<file path="src/rtl/oc_pkg.sv">
package oc_pkg;

  // Register select codes on cfg_addr
  typedef enum logic [1:0] {
    OC_REG_CTRL   = 2'd0,
    OC_REG_THRESH = 2'd1,
    OC_REG_FILTER = 2'd2,
    OC_REG_HOLD   = 2'd3
  } oc_reg_e;

  // Bit positions inside the control register
  localparam int OC_CTRL_IRQ_EN = 0;
  localparam int OC_CTRL_ACT_LO = 1;

endpackage

</file>
<file path="src/rtl/oc_cfg_regs.sv">
module oc_cfg_regs
  import oc_pkg::*;
#(
  parameter int DATA_W = 32,
  parameter int CNT_W  = 16,
  parameter int FILT_W = 24,
  parameter int HOLD_W = 16
) (
  input  logic              clk,
  input  logic              rst,
  input  logic              we,
  input  logic [1:0]        addr,
  input  logic [DATA_W-1:0] wdata,
  output logic              irq_en,
  output logic              active_low,
  output logic [CNT_W-1:0]  thresh,
  output logic [FILT_W-1:0] filt_win,
  output logic [HOLD_W-1:0] hold_us
);

  // upper write-data bits are unused for narrow fields
  logic unused_wdata;
  assign unused_wdata = ^wdata;

  always_ff @(posedge clk) begin
    if (rst) begin
      irq_en     <= 1'b0;
      active_low <= 1'b0;
      thresh     <= '0;
      filt_win   <= '0;
      hold_us    <= '0;
    end else if (we) begin
      case (oc_reg_e'(addr))
        OC_REG_CTRL: begin
          irq_en     <= wdata[OC_CTRL_IRQ_EN];
          active_low <= wdata[OC_CTRL_ACT_LO];
        end
        OC_REG_THRESH: thresh   <= wdata[CNT_W-1:0];
        OC_REG_FILTER: filt_win <= wdata[FILT_W-1:0];
        OC_REG_HOLD:   hold_us  <= wdata[HOLD_W-1:0];
        default: ;
      endcase
    end
  end

endmodule

</file>
<file path="src/rtl/oc_alarm_front.sv">
module oc_alarm_front #(
  parameter int SYNC_STAGES = 2
) (
  input  logic clk,
  input  logic rst,
  input  logic alarm_raw,
  input  logic active_low,
  output logic alarm_active,
  output logic alarm_event
);

  // chain[SYNC_STAGES-1] is the synchronized level, chain[SYNC_STAGES]
  // its previous value; both are raw (pre-polarity) bits.
  logic [SYNC_STAGES:0] chain;

  always_ff @(posedge clk) begin
    if (rst) chain <= '0;
    else     chain <= {chain[SYNC_STAGES-1:0], alarm_raw};
  end

  logic lvl_now, lvl_prev;

  // Polarity is applied to both samples with the current setting, so a
  // polarity change alone never looks like an edge.
  assign lvl_now      = chain[SYNC_STAGES-1] ^ active_low;
  assign lvl_prev     = chain[SYNC_STAGES]   ^ active_low;
  assign alarm_active = lvl_now;
  assign alarm_event  = lvl_now & ~lvl_prev;

endmodule

</file>
<file path="src/rtl/oc_event_counter.sv">
module oc_event_counter #(
  parameter int CNT_W  = 16,
  parameter int FILT_W = 24
) (
  input  logic              clk,
  input  logic              rst,
  input  logic              alarm_event,
  input  logic              irq_en,
  input  logic [CNT_W-1:0]  thresh,
  input  logic [FILT_W-1:0] filt_win,
  output logic              irq,
  output logic [CNT_W-1:0]  ev_cnt,
  output logic [FILT_W-1:0] filt_cnt
);

  localparam logic [CNT_W-1:0]  CNT_MAX  = '1;
  localparam logic [FILT_W-1:0] FILT_ONE = FILT_W'(1);

  logic fire;
  assign fire = alarm_event & irq_en & (ev_cnt >= thresh);

  always_ff @(posedge clk) begin
    if (rst) begin
      irq      <= 1'b0;
      ev_cnt   <= '0;
      filt_cnt <= '0;
    end else begin
      irq <= fire;
      if (alarm_event) begin
        filt_cnt <= filt_win;
        if (fire)                 ev_cnt <= '0;
        else if (ev_cnt != CNT_MAX) ev_cnt <= ev_cnt + CNT_W'(1);
      end else if (filt_cnt != '0) begin
        filt_cnt <= filt_cnt - FILT_ONE;
        if (filt_cnt == FILT_ONE) ev_cnt <= '0;
      end
    end
  end

endmodule

</file>
<file path="src/rtl/oc_hold_timer.sv">
module oc_hold_timer #(
  parameter int HOLD_W     = 16,
  parameter int CYC_PER_US = 100
) (
  input  logic              clk,
  input  logic              rst,
  input  logic              alarm_active,
  input  logic [HOLD_W-1:0] hold_us,
  output logic              throttle,
  output logic [HOLD_W-1:0] hold_cnt
);

  localparam int PRE_W = (CYC_PER_US > 1) ? $clog2(CYC_PER_US) : 1;
  localparam logic [PRE_W-1:0] PRE_LAST = PRE_W'(CYC_PER_US - 1);

  logic [PRE_W-1:0] pre_cnt;
  logic             us_tick;

  assign us_tick = (pre_cnt == PRE_LAST);

  always_ff @(posedge clk) begin
    if (rst) begin
      pre_cnt  <= '0;
      hold_cnt <= '0;
      throttle <= 1'b0;
    end else begin
      throttle <= alarm_active | (hold_cnt != '0);
      if (alarm_active) begin
        hold_cnt <= hold_us;
        pre_cnt  <= '0;
      end else if (hold_cnt != '0) begin
        if (us_tick) begin
          pre_cnt  <= '0;
          hold_cnt <= hold_cnt - HOLD_W'(1);
        end else begin
          pre_cnt  <= pre_cnt + PRE_W'(1);
        end
      end else begin
        pre_cnt <= '0;
      end
    end
  end

endmodule

</file>
<file path="src/rtl/oc_throttle_ctrl.sv">
module oc_throttle_ctrl #(
  parameter int DATA_W      = 32,
  parameter int CNT_W       = 16,
  parameter int FILT_W      = 24,
  parameter int HOLD_W      = 16,
  parameter int CYC_PER_US  = 100,
  parameter int SYNC_STAGES = 2
) (
  input  logic              clk,
  input  logic              rst,
  input  logic              alarm_i,
  input  logic              cfg_we,
  input  logic [1:0]        cfg_addr,
  input  logic [DATA_W-1:0] cfg_wdata,
  output logic              throttle_o,
  output logic              irq_o
);

  logic              irq_en;
  logic              active_low;
  logic [CNT_W-1:0]  thresh;
  logic [FILT_W-1:0] filt_win;
  logic [HOLD_W-1:0] hold_us;
  logic              alarm_active;
  logic              alarm_event;
  logic [CNT_W-1:0]  ev_cnt;
  logic [FILT_W-1:0] filt_cnt;
  logic [HOLD_W-1:0] hold_cnt;

  oc_cfg_regs #(
    .DATA_W(DATA_W), .CNT_W(CNT_W), .FILT_W(FILT_W), .HOLD_W(HOLD_W)
  ) u_regs (
    .clk(clk), .rst(rst), .we(cfg_we), .addr(cfg_addr), .wdata(cfg_wdata),
    .irq_en(irq_en), .active_low(active_low), .thresh(thresh),
    .filt_win(filt_win), .hold_us(hold_us)
  );

  oc_alarm_front #(.SYNC_STAGES(SYNC_STAGES)) u_front (
    .clk(clk), .rst(rst), .alarm_raw(alarm_i), .active_low(active_low),
    .alarm_active(alarm_active), .alarm_event(alarm_event)
  );

  oc_event_counter #(.CNT_W(CNT_W), .FILT_W(FILT_W)) u_count (
    .clk(clk), .rst(rst), .alarm_event(alarm_event), .irq_en(irq_en),
    .thresh(thresh), .filt_win(filt_win), .irq(irq_o),
    .ev_cnt(ev_cnt), .filt_cnt(filt_cnt)
  );

  oc_hold_timer #(.HOLD_W(HOLD_W), .CYC_PER_US(CYC_PER_US)) u_hold (
    .clk(clk), .rst(rst), .alarm_active(alarm_active), .hold_us(hold_us),
    .throttle(throttle_o), .hold_cnt(hold_cnt)
  );

endmodule

</file>
<file path="config.mk">
export PLATFORM = sky130hd
export DESIGN_NAME = oc_throttle_ctrl
export DESIGN_NICKNAME = d
export VERILOG_FILES = /design/src/rtl/oc_pkg.sv /design/src/rtl/oc_cfg_regs.sv /design/src/rtl/oc_alarm_front.sv /design/src/rtl/oc_event_counter.sv /design/src/rtl/oc_hold_timer.sv /design/src/rtl/oc_throttle_ctrl.sv
export SDC_FILE = /design/constraint.sdc
export NUM_CORES = 1
export LEC_CHECK = 0
export BUFFER_PORTS_ARGS = -buffer_cell sky130_fd_sc_hd__buf_2
export CELL_PAD_IN_SITES_DETAIL_PLACEMENT = 0
export CELL_PAD_IN_SITES_GLOBAL_PLACEMENT = 1
export CORE_MARGIN = 2
export CORE_UTILIZATION = 43
export CTS_BUF_LIST = sky130_fd_sc_hd__clkbuf_2 sky130_fd_sc_hd__clkbuf_4 sky130_fd_sc_hd__clkbuf_8
export DETAILED_ROUTE_END_ITERATION = 8
export GPL_TIMING_DRIVEN = 0
export PLACE_DENSITY = 0.77
export SYNTH_ARGS = -nofsm -noshare
export SYNTH_HDL_FRONTEND = slang
export SYNTH_SLANG_ARGS = --single-unit
</file>
<file path="constraint.sdc">
create_clock -name clk -period 2.6 [get_ports clk]
set_clock_uncertainty 0.1 [all_clocks]
set_input_delay 0.39 -clock clk [delete_from_list [all_inputs] [get_ports clk]]
set_output_delay 0.39 -clock clk [all_outputs]
set_load 0.01 [all_outputs]
</file>
# Word level (Yosys, flattened, before mapping)
# Cells that the tools add are included.
[word_totals]
register_bits = 126
output_inout_bits = 2
elab_cells = 56
[classes]
add_sub_neg = 4
order_cmp = 1
eq_ne = 7
n_mux = 10
n_bitwise = 8
n_reduce_logical = 14
[op_table]
columns = ["operator", "count"]
rows = [
  ["16-bit two-way mux", 8],
  ["24-bit two-way mux", 2],
  ["24-bit by 1-bit == test with 1-bit output, second input constant", 1],
  ["24-bit nonzero test", 1],
  ["24-bit by 1-bit subtractor with 24-bit output, second input constant", 1],
  ["16-bit by 1-bit adder with 16-bit output, second input constant", 1],
  ["16-bit >= comparator", 1],
  ["16-bit != test, second input constant", 1],
  ["16-bit nonzero test", 1],
  ["16-bit by 1-bit subtractor with 16-bit output, second input constant", 1],
  ["2-bit AND reduction", 5],
  ["2-bit nonzero test", 4],
  ["7-bit by 1-bit adder with 7-bit output, second input constant", 1],
  ["7-bit == test, second input constant", 1],
  ["2-bit == test, second input constant", 2],
  ["4-bit OR reduction", 1],
  ["1-bit bitwise AND", 3],
  ["3-bit != test, second input constant", 1],
  ["3-bit AND reduction", 1],
  ["2-bit by 1-bit == test with 1-bit output, second input constant", 1],
  ["2-bit zero test", 1],
  ["1-bit inverter", 2],
  ["1-bit bitwise XOR", 2],
  ["1-bit OR", 1],
]

# Depth between registers and ports, before layout
# Gate-level depths: netlist (run 1).
[depth]
ltp_word = 7
depth_mapped = 9
ltp_nobuf = 8

# By module
# Synthesis (run 1) repeated with hierarchy kept, for this count alone.
[unflattened]
cells_unflattened = 757
hier_area_um2 = 6670.1
[by_module_without_submodules]
columns = ["mod", "instances", "cells_per_inst", "area_per_inst_um2", "seq_area_each_um2"]
rows = [
  ["oc_event_counter", 1, 354, 2758.9, 820.8],
  ["oc_cfg_regs", 1, 219, 2399.8, 1161.1],
  ["oc_hold_timer", 1, 174, 1401.3, 480.5],
  ["oc_alarm_front", 1, 10, 110.1, 60.1],
]

# Worst setup path after synthesis (run 1)
# Ideal clock, no wire load.
[synth_path]
kind = "register to register"
from = "register u_regs.thresh[15]"
to = "register u_count.ev_cnt[2]"
setup_ns = 0.117
arrival_time_ns = 2.462
setup_slack_ns = -0.079
stages_incl_launch_ff = 10
cell_sequence = "dfxtp_1 inv_1 ha_1 nand4_1 or3_1 a2111oi_1 o311ai_1 and2_0 buf_2 a32o_1"
[synth_between]
elab_chain_len = 4
elab_cells_between_ends = 6
[synth_lines]
columns = ["element", "line", "rtl"]
rows = [
  ["start: declaration", "oc_cfg_regs.sv:16", "output logic [CNT_W-1:0] thresh,"],
  ["start signal: assignment", "oc_cfg_regs.sv:38", "OC_REG_THRESH: thresh <= wdata[CNT_W-1:0];"],
  ["16-bit >= comparator *", "oc_event_counter.sv:20", "assign fire = alarm_event & irq_en & (ev_cnt >= thresh);"],
  ["1-bit bitwise AND *", "oc_event_counter.sv:20", ""],
  ["3-bit != test (no source line) / 16-bit two-way mux (equally long branches)", "-", ""],
  ["3-bit AND reduction (no source line) / 16-bit two-way mux (equally long branches)", "-", ""],
  ["end signal: assignment", "oc_event_counter.sv:32", "else if (ev_cnt != CNT_MAX) ev_cnt <= ev_cnt + CNT_W'(1);"],
  ["end: declaration", "oc_event_counter.sv:12", "output logic [CNT_W-1:0] ev_cnt,"],
]
# Mark *: on every way between the ends. The rest lies on a longest branch, timed or not.
# A chain may end at the register's enable or synchronous reset.

# Worst setup path after layout (run 1)
[layout_path]
from = "register u_count.ev_cnt[9]"
to = "register u_count.ev_cnt[5]"
[layout_between]
elab_chain_len = 4
elab_cells_between_ends = 7
[layout_lines]
columns = ["element", "line"]
rows = [
  ["16-bit >= comparator", "oc_event_counter.sv:20"],
  ["1-bit bitwise AND", "oc_event_counter.sv:20"],
  ["3-bit != test (no source line) / 16-bit two-way mux (equally long branches)", "-"],
  ["3-bit AND reduction (no source line) / 16-bit two-way mux (equally long branches)", "-"],
]
# Parallel ways exist; a longest one is shown, timed or not.

==> impl_metrics.json, run 1 <==
{
  "status": "finished with violations",
  "violations": "negative setup slack",
  "hp-class": "primary input to flop",
  "p_seq_share_pct": 39.7,
  "startpoint_type": "flop",
  "dieArea_sq_um": 14800,
  "htree_num_levels": 4,
  "drt-initial-drc-count": 286,
  "rsz0062_at_grt": "yes",
  "ff2ff_setup_slack_ps": -7,
  "cpMaxStageDelayCell": "or3_4",
  "yosysUniqueCellTypes": 64,
  "antenna_cells": 0,
  "setup_viol": 1,
  "grt_max_degree": 17,
  "area_growth_pct": 20.5,
  "ys_seq_elements": 126,
  "syn_inst": 735,
  "p_switching_mw": 1.90,
  "drive_above_1_share_pct": 17.6,
  "yosys.area_share.simple_pct": 25.5,
  "pwr-share-clk_pct": 32.3,
  "grt_pass1_vias": 5139,
  "numPortBuffers": 30,
  "wl_per_cell_um": 16.0,
  "core_area_sq_um": 13400,
  "cp_top_family": "simple AND/OR/NAND/NOR gates",
  "final_util_pct": 53.5,
  "synth.area.mux_share_pct": 0.673,
  "yosys_warnings": 0,
  "viasPerCell": 5.39,
  "yosys.area_share.adder_pct": 4.41,
  "cts.clk_slew.worst_paths_ps": 70,
  "drv_cap": 0,
  "syn-num-nets": 794,
  "synth_xor_area_share_pct": 6.18,
  "cts_tree": "built",
  "worst_slack_ps": -6.55,
  "num_vias": 5352,
  "synth_top_cell_area_share_pct": 42.4,
  "yosys.area.top_type": "dfxtp_1",
  "max_stage_delay_ps": 420,
  "clk_latency_ps": 440,
  "die_w_um": 122,
  "drtPass1Iterations": 5,
  "cts_sinks": 126,
  "drc_errors": 0,
  "ys_seq_area_share_pct": 42.4,
  "place_area_sq_um": 6330,
  "final.min_clock_period_ps": 2610,
  "synthArstFlopShare_pct": 0,
  "swShare_pct": 32.4,
  "dp_hpwl_mm": 11.5,
  "num_rows": 42,
  "antenna_found_initial": 0,
  "drv_slew": 0,
  "slew-limit-headroom_pct": 45.0,
  "grt_first_pass_wirelength_mm": 25.4,
  "drtAntennaViolNets": 0,
  "holdBufCountCts": 0,
  "synth_area_leaders": "dfxtp_1 42%, nand2_1 9.0%, a21oi_1 7.6%, ha_1 4.4%, xnor2_1 4.1%",
  "synth_top_family_by_area": "simple AND/OR/NAND/NOR gates",
  "power_density_nw_per_um2": 819,
  "required_ps": 2830,
  "endpoint_kind": "flop",
  "wl_mm": 15.9,
  "crit_fanout": 6,
  "finalNetCount": 863,
  "place_congestion": 0.780,
  "period_share_pct": 100,
  "path_class": "flop to flop",
  "cts-root-buf": "clkbuf_8",
  "synth_edf_count": 0,
  "stdcell_area_sq_um": 7170,
  "yosys_most_used_dff": "dfxtp_1",
  "p_int_mw": 3.97,
  "start_util_pct": 44.4,
  "cts_buffer_depth": 2,
  "power.total_mw": 5.87,
  "num_io_pins": 40,
  "tightest_slew_ps": 819,
  "syn_avg_cell_area_sq_um": 8.10,
  "crit_buf_inv": 2,
  "path_cells": "ha_1 > nand2_1 > or3_4 > a2111oi_4 > buf_4 > o311ai_4 > and2_4 > buf_6 > a32o_1",
  "synth.cell_area_sq_um": 5950,
  "gr-usage-all-layers_pct": 22.2,
  "p_leak_nw": 2.62,
  "grt_overflow": 0,
  "cts_made_buffers": 17,
  "hold_viol": 0,
  "ir_worst_vdd_v": 0.000364,
  "chipHeight_um": 122,
  "synth_compound_area_share_pct": 16.4,
  "pwr-share-comb_pct": 28.0,
  "dpl_worst_slack_ps": -589,
  "cp.arrival_ps": 2840,
  "timing.fmax_mhz": 384
}
-- flip-flops by register name (all words and copies together) (netlist names) --
signal	flops
u_count.filt_cnt	24
u_regs.filt_win	24
u_count.ev_cnt	16
u_hold.hold_cnt	16
u_regs.hold_us	16
u_regs.thresh	16
u_hold.pre_cnt	7
u_front.chain	3
u_count.irq	1
u_hold.throttle	1
u_regs.active_low	1
u_regs.irq_en	1
-- cell type report --
| cell class | count | area [sq um] |
|---|---|---|
| flip-flops and latches | 126 | 2540 |
| repair buffers | 52 | 323 |
| clock buffers | 21 | 277 |
| inverters | 26 | 97.6 |
| multi-input cells | 547 | 3390 |
| clock inverters | 11 | 164 |
| fillers | 1273 | 6230 |
| plain buffers | 34 | 161 |
| well taps | 176 | 220 |
-- worst paths after layout --
kind | start | end | cells after the start
max reg2reg | u_count.ev_cnt[9] | u_count.ev_cnt[5] | 9
min | alarm_i | u_front.chain[0] | 2
min reg2reg | u_hold.pre_cnt[0] | u_hold.pre_cnt[0] | 1
max | u_count.ev_cnt[9] | u_count.ev_cnt[5] | 9
-- power by group through the flow --
stage               sequential [mW]  combinational (mW)  clock, mW
detailed placement             2.36                1.47          0
global placement               2.35                1.44          0
finish                         2.33                1.64       1.90
CTS                            2.32                1.59       1.93
global route                   2.36                1.81       2.01
floorplan                      2.31                1.16          0
-- metal layers --
| layer | vias to the layer above | GRT usage (%) | share of wire [%] |
|---|---|---|---|
| met5 | - | 0 | 0 |
| met4 | 0 | 8.19 | 1.2 |
| met3 | 19 | 3.93 | 2.9 |
| met2 | 79 | 37.1 | 48 |
| met1 | 2541 | 28.8 | 48 |
| li1 | 2713 | - | - |
-- timing repair --
action                     in CTS  in global routing
setup buffers                  14                  8
gates resized for setup        28                 28
pin swaps                      10                 14
setup endpoints to repair      30                 30
-- cells in the mapped netlist (4+ instances only) --
master / instances
mux2i_1: 4
and3_1: 8
xnor2_1: 28
nor3b_1: 5
or3_1: 7
inv_1: 26
nor3_1: 18
nand3_1: 18
nor4_1: 15
dfxtp_1: 126
nand2_1: 142
o21ai_0: 28
clkbuf_1: 29
a22oi_1: 5
ha_1: 21
a211oi_1: 8
o21a_1: 4
a21oi_1: 90
nor2b_1: 5
xor2_1: 14
nand4_1: 12
or4_1: 7
nor2_1: 47
nand2b_1: 5
o31ai_1: 4
-- cells by family (layout without fill, tap and decap cells) --
group                      count (synthesis)  after routing
adders and majority gates                 21             21
xor gates and xnor gates                  42             42
buffers and inverters                     62            144
muxes                                      4              4
DFF                                      126            126
AOI/OAI and AO/OA                        166            166
and+or+nand+nor                          314            314
-- cells in the final DEF (no fill, tap or decap), drive strengths merged, types with 4 or more instances in the layout --
cell,netlist,layout
nand2,143,143
xnor2,28,28
nor3b,5,5
nand2b,5,5
mux2i,4,4
nand4,12,12
or4,9,9
nor2b,5,5
inv,26,26
ha,21,21
and3,8,8
clkbuf,30,50
nor2,48,48
o31ai,4,4
nand3,18,18
a21oi,91,91
dfxtp,126,126
o21a,4,4
nor3,19,19
or3,9,9
clkinv,0,5
buf,6,57
o211ai,4,4
xor2,14,14
nor4,15,15
a211oi,8,8
o21ai,32,32
bufinv,0,4
a22oi,5,5
-- per-stage QoR --
step	instances	hold slack, ps	TNS, ps
6_report	993	56.5	-6.55
5_1_grt	993	55.1	-381
4_1_cts	987	36.7	-29.4
3_5_place_dp	941	329	-6160
3_3_place_gp	941	321	-4710
2_1_floorplan	735	313	0
Power figures use the tool's default switching activity.
==> run 2, diff against run 1 <==
ABC_AREA = 1   (was unset)
CORE_UTILIZATION = 41   (was 43)
PLACE_DENSITY = 0.76   (was 0.77)
==> run 2 against run 1 <==
Against the previous run:
- the flow now finishes without violations
- synthesized cell count up 20%
- critical endpoint unchanged
- total power up 11%
- count of clock-buffer cells in the layout up 5
- die area up 9.7%
- critical path depth up 5
- global-route usage down 0.47 points
- core utilization down 7.1 points
==> impl_metrics.json, run 2 <==
{
  "place_congestion": 0.860,
  "synth_top_family_by_area": "simple AND/OR/NAND/NOR gates",
  "cts_tree": "built",
  "num_vias": 5647,
  "grt_first_pass_wirelength_mm": 27.7,
  "hold_path_depth": 3,
  "htree_num_levels": 4,
  "drv_cap": 0,
  "timing.rr.end": "u_count.ev_cnt[5]",
  "cts_buffer_depth": 2,
  "synth.most_common_cell": "nor2_1",
  "synth.cell_area_sq_um": 6240,
  "timing.fmax_mhz": 444,
  "final_util_pct": 46.4,
  "num_io_pins": 40,
  "grt_pass1_vias": 5376,
  "synth_edf_count": 0,
  "die_w_um": 127,
  "slew-limit-headroom_pct": 55.0,
  "start_util_pct": 41.5,
  "multi_input_area_sq_um": 3200,
  "dp.cells": 1103,
  "dieArea_sq_um": 16200,
  "place_area_sq_um": 6630,
  "drtPass1Iterations": 5,
  "final_cells": 1131,
  "post-cts-setup-buffers": 0,
  "num_rows": 45,
  "path_class": "flop to flop",
  "yosys.area.top_type": "dfxtp_1",
  "startpoint_type": "flop",
  "cpMaxStageDelayCell": "dfxtp_1",
  "rsz0062_at_grt": "no",
  "antenna_cells": 0,
  "setup_tns_ps": 0,
  "synth_commonest_cells": "147 x nor2_1, 143 x nand2_1, 126 x dfxtp_1, 94 x inv_1, 88 x o21ai_0",
  "area_growth_pct": 11.8,
  "hold_viol": 0,
  "p_leak_nw": 3.08,
  "numPortBuffers": 30,
  "final.min_clock_period_ps": 2250,
  "ir_worst_vdd_v": 0.000624,
  "required_ps": 2840,
  "finalNetCount": 993,
  "layout_common_cells": "147 x nor2_1, 143 x nand2_1, 126 x dfxtp_1, 94 x inv_1, 88 x o21ai_0",
  "stdcell_area_sq_um": 6980,
  "grt_overflow": 0,
  "worstHoldStart": "alarm_i",
  "cts.clk_slew.worst_paths_ps": 70,
  "drv_slew": 0,
  "grt_busiest_layer": "met2",
  "crit_fanout": 9,
  "dp_hpwl_mm": 12.4,
  "ys_seq_area_share_pct": 40.4,
  "yosys_most_used_dff": "dfxtp_1",
  "path_cells": "ha_1 > nand2_1 > inv_2 > nand2_1 > nor2_1 > nor2_1 > nand2_1 > nand2_1 > nand2_1 > nand2_2 > nand2_1 > inv_1 > a21oi_1 > nor2_1",
  "reg.largest.list": "u_count.filt_cnt x24, u_regs.filt_win x24",
  "final_common_cell": "nor2_1",
  "final.fill_count": 1571,
  "whs_endpoint": "u_front.chain[0]",
  "ff2ff_setup_slack_ps": 350,
  "ys_seq_elements": 126,
  "yosys_warnings": 0,
  "seqCellArea_sq_um": 2520,
  "cts_made_buffers": 17,
  "chipHeight_um": 127,
  "r2r_start": "u_count.ev_cnt[7]",
  "hp-class": "primary input to flop",
  "core_area_sq_um": 15000,
  "grtUsageMet3_pct": 4.86,
  "gr-usage-all-layers_pct": 21.7,
  "endpoint_kind": "flop",
  "wl_mm": 16.6,
  "antenna_found_initial": 0,
  "syn_inst": 885,
  "grt_max_degree": 17,
  "reg2regPathDepth": 14,
  "yosys.area_share.simple_pct": 26.5,
  "period_share_pct": 86.5,
  "cts-root-buf": "clkbuf_8",
  "holdBufCountCts": 0,
  "met2_usage_pct": 36.6,
  "syn_avg_cell_area_sq_um": 7.06,
  "drive_above_1_share_pct": 10.4,
  "viasPerCell": 4.99,
  "global_route.usage.met1_pct": 28.1,
  "synth.area.mux_share_pct": 0,
  "power_density_nw_per_um2": 933,
  "drtAntennaViolNets": 0,
  "crit_top_cell": "nand2_1",
  "clk_latency_ps": 440,
  "status": "complete, no violations",
  "synth_area_leaders": "dfxtp_1 40%, nor2_1 8.8%, nand2_1 8.6%, o21ai_0 7.1%, a21oi_1 6.3%",
  "synth_top_cell_area_share_pct": 40.4,
  "drt-initial-drc-count": 326,
  "cts_sinks": 126,
  "synth_xor_area_share_pct": 3.79,
  "power.total_mw": 6.51,
  "synthArstFlopShare_pct": 0,
  "cp.arrival_ps": 2490,
  "syn-num-nets": 944,
  "synth_compound_area_share_pct": 16.7,
  "yosys.area_share.adder_pct": 4.21,
  "ctsResizeCount": 0,
  "setup_viol": 0,
  "drc_errors": 0,
  "max_stage_delay_ps": 380,
  "wl_per_cell_um": 14.7,
  "yosysUniqueCellTypes": 37,
  "tightest_slew_ps": 675
}
[run 2: cell types whose count changed after synthesis, moves of 12 or more]
cell	change
nand3_1	+24
nor4_1	-13
inv_1	+68
o21ai_0	+60
nor2_1	+100
a21oi_1	-12
xnor2_1	-20
[run 2: cell type report]
type | instances | area share, %
Buffer | 34 | 2.22
Clock buffer | 26 | 4.50
Clock inverter | 2 | 0.502
Inverter | 99 | 5.32
Multi-Input combinational cell | 626 | 45.8
Sequential cell | 126 | 36.1
Tap cell | 188 | 3.37
Timing Repair Buffer | 30 | 2.15
[run 2: worst max-delay path: cells and delay by family, from the launching register on]
family | cells | cell delay (ps)
AO/OA/AOI/OAI | 1 | 170
adder cells (fa/ha/maj) | 1 | 320
buffers and inverters | 2 | 240
flip-flops | 1 | 380
AND/OR/NAND/NOR | 10 | 940
[run 2: where the power goes]
part           switching [mW]  internal, mW
combinational            1.54         0.929
sequential              0.242          2.22
clock                   0.725         0.858
total                    2.50          4.01
[run 2: worst max path at each step]
stage	from	to	slack (ps)	cells past startpoint
after floorplan	u_count.ev_cnt[7]	u_count.ev_cnt[6]	770	15
after global placement	u_count.ev_cnt[7]	u_count.ev_cnt[5]	370	14
after detailed placement	u_count.ev_cnt[7]	u_count.ev_cnt[5]	360	14
after CTS	u_count.ev_cnt[7]	u_count.ev_cnt[5]	350	14
after global routing	u_count.ev_cnt[7]	u_count.ev_cnt[1]	100	14
final	u_count.ev_cnt[7]	u_count.ev_cnt[5]	350	14
[run 2: kinds of logic (layout without fill, tap and decap cells)]
family	after synthesis	in the layout
adder cells (fa/ha/maj)	21	21
flip-flops	126	126
buffers and inverters	133	191
AND/OR/NAND/NOR	385	385
AO/OA/AOI/OAI	193	193
XOR/XNOR	27	27
[run 2: metrics by stage]
step | setup WS [ps] | hold slack [ps]
6_report | 350 | 62.1
3_5_place_dp | 364 | 304
5_1_grt | 95.1 | 49.3
4_1_cts | 350 | 40.4
3_3_place_gp | 372 | 304
2_1_floorplan | 774 | 288
[run 2: per-layer routing]
layer	wire length (um)	part of all wire [%]	vias to the layer above
li1	-	-	2979
met1	8100	49	2570
met2	7750	47	82
met3	562	3.4	16
met4	177	1.1	0
met5	0	0	-
==> run 3, diff against run 2 <==
PLACE_DENSITY = unset   (was 0.76)
PLACE_DENSITY_LB_ADDON = 0.3   (was unset)
==> run 3 against run 2 <==
Against the previous run:
- cell area up 0.57%
- global-route usage decreased by 0.74 points
- setup slack better by 30 ps
- non-clock buffer count did not move
- largest power group is now registers
==> impl_metrics.json, run 3 (synthesized netlist as in run 2, its figures left out) <==
{
  "crit_fanout": 9,
  "post-cts-setup-buffers": 0,
  "cts_buffer_depth": 2,
  "drc_errors": 0,
  "area_growth_pct": 12.4,
  "viasPerCell": 4.90,
  "path_class": "flop to flop",
  "clk_latency_ps": 460,
  "timing.fmax_mhz": 451,
  "timing.rr.end": "u_count.ev_cnt[1]",
  "final.min_clock_period_ps": 2220,
  "endpoint_kind": "flop",
  "chipHeight_um": 127,
  "dieArea_sq_um": 16200,
  "num_io_pins": 40,
  "layout_common_cells": "147 x nor2_1, 143 x nand2_1, 126 x dfxtp_1, 94 x inv_1, 88 x o21ai_0",
  "ir_worst_vdd_v": 0.000607,
  "drtPass1Iterations": 4,
  "final.fill_count": 1574,
  "setup_viol": 0,
  "p_leak_nw": 3.09,
  "drive_above_1_share_pct": 10.8,
  "required_ps": 2850,
  "num_vias": 5563,
  "hp-class": "primary input to flop",
  "htree_num_levels": 4,
  "drv_cap": 0,
  "antenna_found_initial": 0,
  "power_density_nw_per_um2": 942,
  "reg.largest.list": "u_count.filt_cnt x24, u_regs.filt_win x24",
  "pwr-share-comb_pct": 37.1,
  "tightest_slew_ps": 703,
  "numPortBuffers": 30,
  "num_rows": 45,
  "cts_made_buffers": 17,
  "antenna_cells": 0,
  "place_congestion": 0.831,
  "setup_tns_ps": 0,
  "wl_per_cell_um": 14.2,
  "cts_sinks": 126,
  "slew-limit-headroom_pct": 53.1,
  "dp_hpwl_mm": 12.0,
  "rsz0062_at_grt": "no",
  "whs_ps": 53.7,
  "r2r_start": "u_count.ev_cnt[7]",
  "drt-initial-drc-count": 327,
  "p_int_mw": 4.07,
  "p_switching_mw": 2.54,
  "cts-root-buf": "clkbuf_8",
  "hold_viol": 0,
  "final_common_cell": "nor2_1",
  "finalNetCount": 993,
  "ff2ff_setup_slack_ps": 380,
  "critPathLaunch": "u_count.ev_cnt[7]",
  "cts_tree": "built",
  "die_w_um": 127,
  "startpoint_type": "flop",
  "grt_first_pass_wirelength_mm": 26.5,
  "grt_pass1_vias": 5220,
  "pwr-share-clk_pct": 25.6,
  "ctsResizeCount": 0,
  "drtAntennaViolNets": 0,
  "reg2regPathDepth": 14,
  "drv_slew": 0,
  "period_share_pct": 85.4,
  "holdBufCountCts": 0,
  "crit_end": "u_count.ev_cnt[1]",
  "core_area_sq_um": 15000,
  "start_util_pct": 41.5,
  "status": "complete, no violations",
  "p_seq_share_pct": 37.2,
  "swShare_pct": 38.5,
  "grt_max_degree": 17,
  "worstHoldStart": "cfg_wdata[21]",
  "cp.arrival_ps": 2470,
  "gr-usage-all-layers_pct": 21.0,
  "grt_overflow": 0,
  "wl_mm": 16.2,
  "cts.clk_slew.worst_paths_ps": 70
}
[run 3: worst min path at each step]
stage                                endpoint  slack, ps  depth (start not counted)
after floorplan              u_front.chain[1]        290                          2
after global placement       u_front.chain[1]        310                          2
after detailed placement     u_front.chain[1]        310                          2
after CTS                    u_front.chain[0]         30                          3
after global routing      u_regs.filt_win[21]         40                          3
final                     u_regs.filt_win[21]         50                          3
[run 3: power groups by stage]
| stage | registers, mW | clock network [mW] | logic, mW |
|---|---|---|---|
| after floorplan | 2.44 | 0 | 1.97 |
| after global placement | 2.50 | 0 | 2.46 |
| after detailed placement | 2.50 | 0 | 2.45 |
| after CTS | 2.46 | 1.73 | 2.47 |
| after global routing | 2.49 | 1.82 | 2.83 |
| final | 2.46 | 1.69 | 2.46 |
[run 3: area by class of cell]
| cell class | instances | area, sq um | share of cell area (%) |
|---|---|---|---|
| clock buffers | 27 | 334 | 4.76 |
| well taps | 188 | 235 | 3.35 |
| plain buffers | 34 | 155 | 2.21 |
| inverters | 99 | 372 | 5.29 |
| multi-input cells | 626 | 3200 | 45.5 |
| flip-flops and latches | 126 | 2520 | 35.9 |
| clock inverters | 5 | 55.1 | 0.784 |
| repair buffers | 30 | 150 | 2.14 |
[run 3: critical path, stage by stage, from the launching register on]
cell	delay, ps
dfxtp_1	380
ha_1	320
nand2_1	60
inv_2	50
nand2_1	50
nor2_1	100
nor2_1	40
nand2_1	70
nand2_1	50
nand2_1	70
nand2_2	120
nand2_1	320
inv_1	180
a21oi_1	160
nor2_1	50
[run 3: stage by stage]
stage                     power, mW  setup slack, ps  util, %  cell area, sq um  std cells
after global routing           7.14              190     46.7              7020       1135
after detailed placement       4.95              424     44.1              6630       1103
after floorplan                4.41              774        -              6240        885
after CTS                      6.66              407     46.7              7020       1135
final                          6.61              380     46.7              7020       1135
after global placement         4.96              372     44.1              6630       1103
[run 3: routing by layer]
metal,part of all wire (%),global-route usage [%],vias to the layer above
met5,0,0,-
met4,1.9,7.43,0
met3,2.8,4.23,27
met2,46,34.9,66
met1,49,27.2,2486
li1,-,-,2984
